**src/rtl/uart_rx_lsr_pkg.sv**
```systemverilog
package uart_rx_lsr_pkg;

    localparam int DATA_W = 8;

    typedef struct packed {
        logic              brk;
        logic              ferr;
        logic              perr;
        logic [DATA_W-1:0] data;
    } rx_char_t;

    // Positions in the status word; the host software decodes these.
    localparam int LS_READY   = 0;
    localparam int LS_OVERRUN = 1;
    localparam int LS_PARITY  = 2;
    localparam int LS_FRAMING = 3;
    localparam int LS_BREAK   = 4;
    localparam int LS_ANYERR  = 7;

    function automatic logic char_tagged(input rx_char_t c);
        return c.brk | c.ferr | c.perr;
    endfunction

endpackage

```
**src/rtl/rx_break_gate.sv**
```systemverilog
module rx_break_gate
    import uart_rx_lsr_pkg::*;
(
    input  logic     clk,
    input  logic     rst,
    input  logic     in_valid,
    input  rx_char_t in_char,
    output logic     acc_o
);
    logic brk_seen;

    // A repeated break is swallowed until a cleanly stopped character arrives.
    assign acc_o = in_valid && !(in_char.brk && brk_seen);

    always_ff @(posedge clk) begin
        if (rst) begin
            brk_seen <= 1'b0;
        end else if (in_valid) begin
            if (in_char.brk)
                brk_seen <= 1'b1;
            else if (!in_char.ferr)
                brk_seen <= 1'b0;
        end
    end

    p_single_break_r6: assert property (@(posedge clk) disable iff (rst)
        (acc_o && in_char.brk) |=> brk_seen);

    p_line_idle_r6: assert property (@(posedge clk) disable iff (rst)
        (in_valid && !in_char.brk && !in_char.ferr) |=> !brk_seen);

endmodule

```
**src/rtl/rx_tag_fifo.sv**
```systemverilog
module rx_tag_fifo
    import uart_rx_lsr_pkg::*;
#(
    parameter int DEPTH = 16
) (
    input  logic                         clk,
    input  logic                         rst,
    input  logic                         wr_en,
    input  rx_char_t                     wr_char,
    input  logic                         rd_en,
    output rx_char_t                     head_o,
    output logic [$clog2(DEPTH+1)-1:0]   count_o,
    output logic [$clog2(DEPTH+1)-1:0]   err_cnt_o
);
    localparam int PTR_W = $clog2(DEPTH);
    localparam int CNT_W = $clog2(DEPTH+1);

    rx_char_t             mem [DEPTH];
    logic [PTR_W-1:0]     wr_ptr, rd_ptr;
    logic [CNT_W-1:0]     count, err_cnt;
    logic                 err_in, err_out;

    assign head_o    = mem[rd_ptr];
    assign count_o   = count;
    assign err_cnt_o = err_cnt;
    assign err_in    = wr_en && char_tagged(wr_char);
    assign err_out   = rd_en && char_tagged(mem[rd_ptr]);

    function automatic logic [PTR_W-1:0] ptr_inc(input logic [PTR_W-1:0] p);
        return (p == PTR_W'(DEPTH-1)) ? '0 : p + 1'b1;
    endfunction

    always_ff @(posedge clk) begin
        if (wr_en)
            mem[wr_ptr] <= wr_char;
    end

    always_ff @(posedge clk) begin
        if (rst) begin
            wr_ptr  <= '0;
            rd_ptr  <= '0;
            count   <= '0;
            err_cnt <= '0;
        end else begin
            if (wr_en) wr_ptr <= ptr_inc(wr_ptr);
            if (rd_en) rd_ptr <= ptr_inc(rd_ptr);
            count   <= count + CNT_W'(wr_en) - CNT_W'(rd_en);
            err_cnt <= err_cnt + CNT_W'(err_in) - CNT_W'(err_out);
        end
    end

    p_no_overflow_r3: assert property (@(posedge clk) disable iff (rst)
        wr_en |-> (count < CNT_W'(DEPTH) || rd_en));

    p_no_underflow_r8: assert property (@(posedge clk) disable iff (rst)
        rd_en |-> (count != '0));

    p_tags_bounded_r7: assert property (@(posedge clk) disable iff (rst)
        err_cnt <= count);

    p_order_step_r2: assert property (@(posedge clk) disable iff (rst)
        (wr_en && !rd_en) |=> (count == $past(count) + 1'b1));

endmodule

```
**src/rtl/rx_line_status.sv**
```systemverilog
module rx_line_status
    import uart_rx_lsr_pkg::*;
(
    input  logic     clk,
    input  logic     rst,
    input  logic     lsr_rd,
    input  logic     overrun,
    input  logic     not_empty,
    input  logic     tags_present,
    input  rx_char_t head,
    output logic [7:0] lsr_o
);
    logic oe_q, anyerr_q;

    always_ff @(posedge clk) begin
        if (rst) begin
            oe_q     <= 1'b0;
            anyerr_q <= 1'b0;
        end else begin
            if (overrun)      oe_q <= 1'b1;
            else if (lsr_rd)  oe_q <= 1'b0;
            if (lsr_rd)            anyerr_q <= 1'b0;
            else if (tags_present) anyerr_q <= 1'b1;
        end
    end

    always_comb begin
        lsr_o             = '0;
        lsr_o[LS_READY]   = not_empty;
        lsr_o[LS_OVERRUN] = oe_q;
        lsr_o[LS_PARITY]  = not_empty && head.perr;
        lsr_o[LS_FRAMING] = not_empty && head.ferr;
        lsr_o[LS_BREAK]   = not_empty && head.brk;
        lsr_o[LS_ANYERR]  = anyerr_q || tags_present;
    end

    p_oe_set_r3: assert property (@(posedge clk) disable iff (rst)
        overrun |=> lsr_o[LS_OVERRUN]);

    p_oe_clear_r4: assert property (@(posedge clk) disable iff (rst)
        (lsr_rd && !overrun) |=> !lsr_o[LS_OVERRUN]);

    p_oe_hold_r4: assert property (@(posedge clk) disable iff (rst)
        (!lsr_rd && lsr_o[LS_OVERRUN]) |=> lsr_o[LS_OVERRUN]);

    p_anyerr_hold_r7: assert property (@(posedge clk) disable iff (rst)
        (!lsr_rd && lsr_o[LS_ANYERR]) |=> lsr_o[LS_ANYERR]);

endmodule

```
**src/rtl/uart_rx_lsr.sv**
```systemverilog
module uart_rx_lsr
    import uart_rx_lsr_pkg::*;
#(
    parameter int DEPTH = 16
) (
    input  logic       clk,
    input  logic       rst,
    input  logic       rx_valid,
    input  logic [7:0] rx_data,
    input  logic       rx_perr,
    input  logic       rx_ferr,
    input  logic       rx_brk,
    input  logic       pop,
    input  logic       lsr_rd,
    output logic [7:0] rd_data,
    output logic       rd_perr,
    output logic       rd_ferr,
    output logic       rd_brk,
    output logic [7:0] lsr
);
    localparam int CNT_W = $clog2(DEPTH+1);

    rx_char_t         in_char, head;
    logic             accept, full, rd_en, wr_en, overrun;
    logic [CNT_W-1:0] count, err_cnt;

    assign in_char = '{brk: rx_brk, ferr: rx_ferr, perr: rx_perr, data: rx_data};

    rx_break_gate u_gate (
        .clk      (clk),
        .rst      (rst),
        .in_valid (rx_valid),
        .in_char  (in_char),
        .acc_o    (accept)
    );

    assign full    = (count == CNT_W'(DEPTH));
    assign rd_en   = pop && (count != '0);
    assign wr_en   = accept && (!full || rd_en);
    assign overrun = accept && full && !rd_en;

    rx_tag_fifo #(.DEPTH(DEPTH)) u_fifo (
        .clk       (clk),
        .rst       (rst),
        .wr_en     (wr_en),
        .wr_char   (in_char),
        .rd_en     (rd_en),
        .head_o    (head),
        .count_o   (count),
        .err_cnt_o (err_cnt)
    );

    rx_line_status u_status (
        .clk          (clk),
        .rst          (rst),
        .lsr_rd       (lsr_rd),
        .overrun      (overrun),
        .not_empty    (count != '0),
        .tags_present (err_cnt != '0),
        .head         (head),
        .lsr_o        (lsr)
    );

    assign rd_data = head.data;
    assign rd_perr = head.perr;
    assign rd_ferr = head.ferr;
    assign rd_brk  = head.brk;

    p_full_pop_r9: assert property (@(posedge clk) disable iff (rst)
        (full && pop && accept) |=> (count == CNT_W'(DEPTH)));

endmodule

```
**config.mk**
```make
export PLATFORM = sky130hd
export DESIGN_NAME = uart_rx_lsr
export DESIGN_NICKNAME = d
export VERILOG_FILES = /design/src/rtl/uart_rx_lsr_pkg.sv /design/src/rtl/rx_break_gate.sv /design/src/rtl/rx_tag_fifo.sv /design/src/rtl/rx_line_status.sv /design/src/rtl/uart_rx_lsr.sv
export SDC_FILE = /design/constraint.sdc
export NUM_CORES = 1
export LEC_CHECK = 0
export ABC_AREA = 1
export BUFFER_PORTS_ARGS = -buffer_cell sky130_fd_sc_hd__buf_4
export CAP_MARGIN = 10
export CORE_AREA = 5 5 174 176
export CTS_CLUSTER_DIAMETER = 40
export DETAILED_ROUTE_END_ITERATION = 8
export DIE_AREA = 0 0 179 181
export HOLD_SLACK_MARGIN = 0.15
export MAX_ROUTING_LAYER = met4
export PLACE_DENSITY = 0.53
export SYNTH_ARGS = -nofsm -noshare
export SYNTH_HDL_FRONTEND = slang
export SYNTH_HIERARCHICAL = 1
export SYNTH_SLANG_ARGS = --single-unit
```
**constraint.sdc**
```tcl
create_clock -name clk -period 4.3 [get_ports clk]
set_clock_uncertainty 0.1 [all_clocks]
set_input_delay 0.86 -clock clk [delete_from_list [all_inputs] [get_ports clk]]
set_output_delay 0.86 -clock clk [all_outputs]
set_load 0.005 [all_outputs]
```
==> flow_metrics.env, run 1 <==
export IMPL_rsz0062_at_grt="no"
export IMPL_worst_slew_margin_rel_pct=38.4
export IMPL_power_leakage_uw=0.00361
export IMPL_via_count=5361
export IMPL_synth_avg_cell_area_sq_um=11.8
export IMPL_cts_sinks=201
export IMPL_fmax_ghz=0.295
export IMPL_stdcell_count=1161
export IMPL_hp_class="reg -> reg"
export IMPL_n_fill_cell=2802
export IMPL_wl_per_cell_um=17.3
export IMPL_peakVddDrop_uv=276
export IMPL_cp_common_cell="nand3_1"
export IMPL_syn2layout_area_growth_pct=17.5
export IMPL_yosysSeqAreaShare_pct=68.3
export IMPL_grt_max_degree=87
export IMPL_drc_errors=0
export IMPL_setup_viol=0
export IMPL_antenna_cells=0
export IMPL_synth_seq_cells=201
export IMPL_cts_max_level=1
export IMPL_routed_wl_um=20000
export IMPL_cts_tree="done"
export IMPL_ys_warn_count=6
export IMPL_setup_tns_ns=0
export IMPL_final_cell_mix="edfxtp_1, nor2_1, nand2_1, o21ai_0, inv_1"
export IMPL_cts_buffers=26
export IMPL_critPathMaxFanout=48
export IMPL_reg2reg_depth=14
export IMPL_num_io_pins=35
export IMPL_synth_cells=715
export IMPL_synth_area_top_cells="edfxtp_1, dfxtp_1, nor2_1"
export IMPL_die_area_sq_um=32400
export IMPL_yosysTopAreaCell="edfxtp_1"
export IMPL_cts_repair_resized=0
export IMPL_report_final_slew_viol_count=0
export IMPL_power_uw=5540
export IMPL_gp_congestion=0.753
export IMPL_period_minus_slack_ns=3.39
export IMPL_chipHeight_um=181
export IMPL_postLayoutSetupSlackWorst_ns=0.913
export IMPL_maxCapViolCount=0
export IMPL_critical_path_required_ns=3.34
export IMPL_grt_pass1_wl_um=31000
export IMPL_synth_top_area_share_pct=62.4
export IMPL_cp_slowest_stage_delay_ns=0.67
export IMPL_cts_root_buf="clkbuf_16"
export IMPL_place_port_buffers=32
export IMPL_worstSkewPairLatency_ns=0.52
export IMPL_status="finished clean"
export IMPL_rrSetupSlack_ns=1.05
export IMPL_gr_usage_all_layers_pct=12.7
export IMPL_syn_cell_area_sq_um=8470
export IMPL_drive_gt1_share_pct=14.8
export IMPL_postCtsSetupBuffers=0
export IMPL_first_iter_violations=322
export IMPL_cts_hold_buf=0
export IMPL_timing_final_crit_share_pct=78.8
export IMPL_clkTransAtPathRegs_ns=0.06
export IMPL_antenna_found_initial=0
export IMPL_vias_per_cell=4.62
export IMPL_grt_ovfl_total=0
export IMPL_place_ws_ns=0.717
export IMPL_cp_end_kind="output pin"
export IMPL_initial_core_util_pct=29.7
export IMPL_hold_violations=0
export IMPL_ant_nets=0
export IMPL_cp_arrival_ns=2.43
export IMPL_final_common_cell="edfxtp_1"
export IMPL_power_density_nw_per_um2=557
export IMPL_dpl_hpwl_um=11400
export IMPL_synth_cell_types=40
export IMPL_finalNetCount=790
export IMPL_dp_cells=1113
export IMPL_worst_pin_slew_ns=0.923
export IMPL_die_w_um=179
export IMPL_drtPass1Iterations=5
export IMPL_first_global_vias=5157
export IMPL_cp_start_kind="register"
export IMPL_fp_coreArea_sq_um=28500
export IMPL_path_cells="inv_2, o211ai_1, nand3_1, nand3_1, nand2_2, nand2_1, inv_1, buf_4"
export IMPL_endpoint="lsr[2]"
export IMPL_rr_endpoint="u_fifo/err_cnt_o[4]"
export IMPL_crit_slowest_cell="inv_2"
export IMPL_rows=62
export IMPL_cts_path_max_buffers=3
export IMPL_path_class="reg -> out"
-- worst max-delay path: cells and delay by family (launching register included) --
family / cells / cell delay [ns]
AO/OA/AOI/OAI: 1 / 0.19
AND/OR/NAND/NOR: 4 / 0.57
flip-flops: 1 / 0.32
buffers and inverters: 3 / 0.82
-- area by class of cell --
| cell class | count | area [sq um] | share of cell area (%) |
|---|---|---|---|
| sequential | 201 | 5790 | 58.2 |
| clock inverter | 20 | 213 | 2.14 |
| timing repair buffer | 54 | 405 | 4.07 |
| multi-input combinational | 411 | 2150 | 21.6 |
| inverter | 63 | 241 | 2.43 |
| clock buffer | 28 | 668 | 6.72 |
| tap | 384 | 480 | 4.83 |
-- metrics by stage --
| stage | util, % | hold WS (ns) | cell area, sq um |
|---|---|---|---|
| floorplan | - | 0.320 | 8470 |
| global placement | 31.8 | 0.340 | 9070 |
| detailed placement | 31.8 | 0.354 | 9070 |
| CTS | 34.9 | 0.363 | 9950 |
| global route | 34.9 | 0.393 | 9950 |
| finish | 34.9 | 0.358 | 9950 |
-- cells in the mapped netlist, drive strengths merged --
master	n
ha	15
nand4	2
inv	63
a31oi	2
dfxtp	25
nor2	110
a21boi	1
a211oi	1
o21bai	1
o21ai	70
clkbuf	9
o221ai	29
o22ai	3
o31ai	2
nand3	45
nand2	91
nand3b	1
nor3	5
xnor2	1
conb	1
fa	2
buf	32
o211ai	4
edfxtp	176
nor3b	4
a21oi	13
xor2	5
or2	2
-- sequential cells by signal (all words and copies together), names as in the netlist, named ones only --
register	flops
u_fifo/mem	176
u_fifo/count_o	5
u_fifo/err_cnt_o	5
u_fifo/rd_ptr	4
u_fifo/wr_ptr	4
u_gate/brk_seen	1
u_status/anyerr_q	1
u_status/oe_q	1
-- worst min path at each step --
| stage | start | to | slack (ns) | cells past startpoint |
|---|---|---|---|---|
| after floorplan | u_status/oe_q | u_status/oe_q | 0.32 | 2 |
| after global placement | u_status/oe_q | u_status/oe_q | 0.34 | 2 |
| after detailed placement | u_status/oe_q | u_status/oe_q | 0.35 | 2 |
| after CTS | u_status/oe_q | u_status/oe_q | 0.36 | 2 |
| after global routing | u_gate/brk_seen | u_gate/brk_seen | 0.39 | 2 |
| final | u_status/oe_q | u_status/oe_q | 0.36 | 2 |
-- layer usage --
metal  vias up  track usage (%)  part of all wire (%)
li1       2598                -                     -
met1      2605             17.2                    45
met2       124             19.9                    47
met3        34             1.65                   4.8
met4         0             3.90                   2.5
met5         -                -                     0
-- where the power goes --
part           switching (uW)  leakage, uW  internal [uW]
Sequential               60.2      0.00179           2210
Clock                     864     0.000415           1280
Combinational             703      0.00140            431
Total                    1630      0.00361           3910
-- cell families after synthesis --
logic type	share of synthesized area, %
AO/OA/AOI/OAI	9.16
XOR/XNOR	0.621
adder cells (fa/ha/maj)	2.69
buffers and inverters	6.33
flip-flops	68.3
other	0.0443
AND/OR/NAND/NOR	12.8
No activity file was read; power rests on OpenSTA's default activity.
==> run 2: changes to the inputs <==
--- a/config.mk
+++ b/config.mk
@@ -14,7 +14,7 @@
 export DIE_AREA = 0 0 179 181
 export HOLD_SLACK_MARGIN = 0.15
 export MAX_ROUTING_LAYER = met4
-export PLACE_DENSITY = 0.53
+export PLACE_DENSITY = 0.55
 export SYNTH_ARGS = -nofsm -noshare
 export SYNTH_HDL_FRONTEND = slang
 export SYNTH_HIERARCHICAL = 1
==> constraint.sdc (replaced) <==
create_clock -name clk -period 2.8 [get_ports clk]
set_clock_uncertainty 0.1 [all_clocks]
set_input_delay 0.56 -clock clk [delete_from_list [all_inputs] [get_ports clk]]
set_output_delay 0.56 -clock clk [all_outputs]
set_load 0.005 [all_outputs]
==> flow_metrics.env, run 2 (synthesis results as in run 1) <==
export IMPL_hold_slack_ns=0.190
export IMPL_cp_arrival_ns=2.00
export IMPL_worstSkewPairLatency_ns=0.52
export IMPL_path_cells="buf_6, buf_4, o21ai_0, o22ai_1, o211ai_1, nand2_1, buf_4"
export IMPL_rr_endpoint="u_fifo/err_cnt_o[4]"
export IMPL_power_leakage_uw=0.00374
export IMPL_crit_slowest_cell="dfxtp_4"
export IMPL_cts_tree="done"
export IMPL_antenna_cells=0
export IMPL_num_io_pins=35
export IMPL_fmax_ghz=0.375
export IMPL_period_minus_slack_ns=2.66
export IMPL_rows=62
export IMPL_cp_common_cell="buf_4"
export IMPL_stdcell_area_sq_um=10200
export IMPL_routed_wl_um=19900
export IMPL_power_density_nw_per_um2=839
export IMPL_cts_path_max_buffers=3
export IMPL_drc_errors=0
export IMPL_cp_end_kind="output pin"
export IMPL_grt_max_degree=42
export IMPL_reg2reg_depth=15
export IMPL_first_global_vias=5477
export IMPL_die_area_sq_um=32400
export IMPL_status="finished clean"
export IMPL_first_iter_violations=368
export IMPL_finalNetCount=814
export IMPL_initial_core_util_pct=29.7
export IMPL_cts_hold_buf=0
export IMPL_vias_per_cell=4.61
export IMPL_cts_buffers=26
export IMPL_gp_congestion=0.765
export IMPL_place_ws_ns=0.0902
export IMPL_die_w_um=179
export IMPL_fp_coreArea_sq_um=28500
export IMPL_p_int_uw=6050
export IMPL_power_frac_seq_pct=40.8
export IMPL_cts_max_level=1
export IMPL_setup_tns_ns=0
export IMPL_final_common_cell="edfxtp_1"
export IMPL_dpl_hpwl_um=12200
export IMPL_ant_nets=0
export IMPL_grt_pass1_wl_um=31500
export IMPL_syn2layout_area_growth_pct=20.1
export IMPL_critPathMaxFanout=16
export IMPL_pwr_share_clk_pct=36.8
export IMPL_rrSetupSlack_ns=0.21
export IMPL_endpoint="rd_data[2]"
export IMPL_cts_sinks=201
export IMPL_min_from="lsr_rd"
export IMPL_p_sw_uw=2490
export IMPL_combPwrFrac_pct=22.4
export IMPL_chipHeight_um=181
export IMPL_antenna_found_initial=0
export IMPL_report_final_slew_viol_count=0
export IMPL_rsz0062_at_grt="no"
export IMPL_critical_path_required_ns=2.14
export IMPL_final_cell_mix="edfxtp_1, nor2_1, nand2_1, buf_4, o21ai_0"
export IMPL_wl_per_cell_um=16.8
export IMPL_p_sw_share_pct=29.1
export IMPL_drive_gt1_share_pct=17.4
export IMPL_utilization_pct=35.7
export IMPL_drtPass1Iterations=5
export IMPL_peakVddDrop_uv=528
export IMPL_cts_root_buf="clkbuf_16"
export IMPL_cp_start_kind="register"
export IMPL_postLayoutSetupSlackWorst_ns=0.137
export IMPL_hold_violations=0
export IMPL_path_class="reg -> out"
export IMPL_grt_ovfl_total=0
export IMPL_via_count=5468
export IMPL_cp_slowest_stage_delay_ns=0.38
export IMPL_timing_final_crit_share_pct=95.1
export IMPL_gr_usage_all_layers_pct=12.7
export IMPL_clkTransAtPathRegs_ns=0.06
export IMPL_placed_area_sq_um=9260
export IMPL_place_port_buffers=32
export IMPL_hp_class="in -> reg"
export IMPL_largest_reg_flops=176
export IMPL_top_register="u_fifo/mem"
export IMPL_setup_viol=0
export IMPL_maxCapViolCount=0
[run 2: cell types whose count changed in the layout (fill, tap and decap cells not counted), sizes merged]
| cell | previous run | this run |
|---|---|---|
| inv | 69 | 67 |
| clkinv | 7 | 11 |
| clkbuf | 28 | 30 |
| bufinv | 2 | 1 |
| buf | 54 | 77 |
| clkinvlp | 5 | 3 |
[run 2: through the flow]
| step | power (uW) | std cells |
|---|---|---|
| 6_report | 8530 | 1185 |
| 5_1_grt | 9020 | 1185 |
| 3_5_place_dp | 5400 | 1135 |
| 2_1_floorplan | 4830 | 716 |
| 4_1_cts | 8560 | 1183 |
| 3_3_place_gp | 5380 | 1135 |
[run 2: layout make-up]
| class | count | area, sq um |
|---|---|---|
| Tap cell | 384 | 480 |
| Fill cell | 2798 | 18300 |
| Sequential cell | 201 | 5790 |
| Clock buffer | 29 | 672 |
| Inverter | 63 | 249 |
| Timing Repair Buffer | 78 | 661 |
| Clock inverter | 19 | 161 |
| Multi-Input combinational cell | 411 | 2160 |
[run 2: timing repair]
| item | in CTS | in global routing |
|---|---|---|
| pin swaps | 0 | 2 |
| gates cloned | 0 | 1 |
| setup buffers | 0 | 1 |
| resized for setup | 3 | 13 |
| setup endpoints to repair | 6 | 10 |
[run 2: metal layers]
| layer | vias up | wire length (um) | track usage [%] | part of all wire, % |
|---|---|---|---|---|
| li1 | 2651 | - | - | - |
| met1 | 2666 | 9230 | 17.5 | 46 |
| met2 | 121 | 9500 | 20.0 | 48 |
| met3 | 30 | 756 | 1.42 | 3.8 |
| met4 | 0 | 401 | 3.44 | 2.0 |
| met5 | - | 0 | - | 0 |
[run 2: how the worst min path moves through the flow]
stage	to	slack [ns]	cells past startpoint
2_1_floorplan	u_status/oe_q	0.32	2
3_3_place_gp	u_status/oe_q	0.34	2
3_5_place_dp	u_status/oe_q	0.34	2
4_1_cts	u_status/anyerr_q	0.17	4
5_1_grt	u_status/anyerr_q	0.19	4
6_report	u_status/anyerr_q	0.19	4
[run 2: worst max-delay path: cells and delay by family (launching register included)]
kind                   cells  cell delay, ns
flip-flops                 1            0.38
buffers and inverters      3            0.49
AO/OA/AOI/OAI              3            0.49
AND/OR/NAND/NOR            1            0.10
[run 2: power groups by stage]
| stage | Clock [uW] | Sequential, uW | Combinational, uW |
|---|---|---|---|
| 6_report | 3140 | 3480 | 1910 |
| 3_5_place_dp | 0 | 3540 | 1860 |
| 4_1_cts | 3210 | 3480 | 1880 |
| 3_3_place_gp | 0 | 3540 | 1840 |
| 5_1_grt | 3340 | 3500 | 2180 |
| 2_1_floorplan | 0 | 3510 | 1310 |
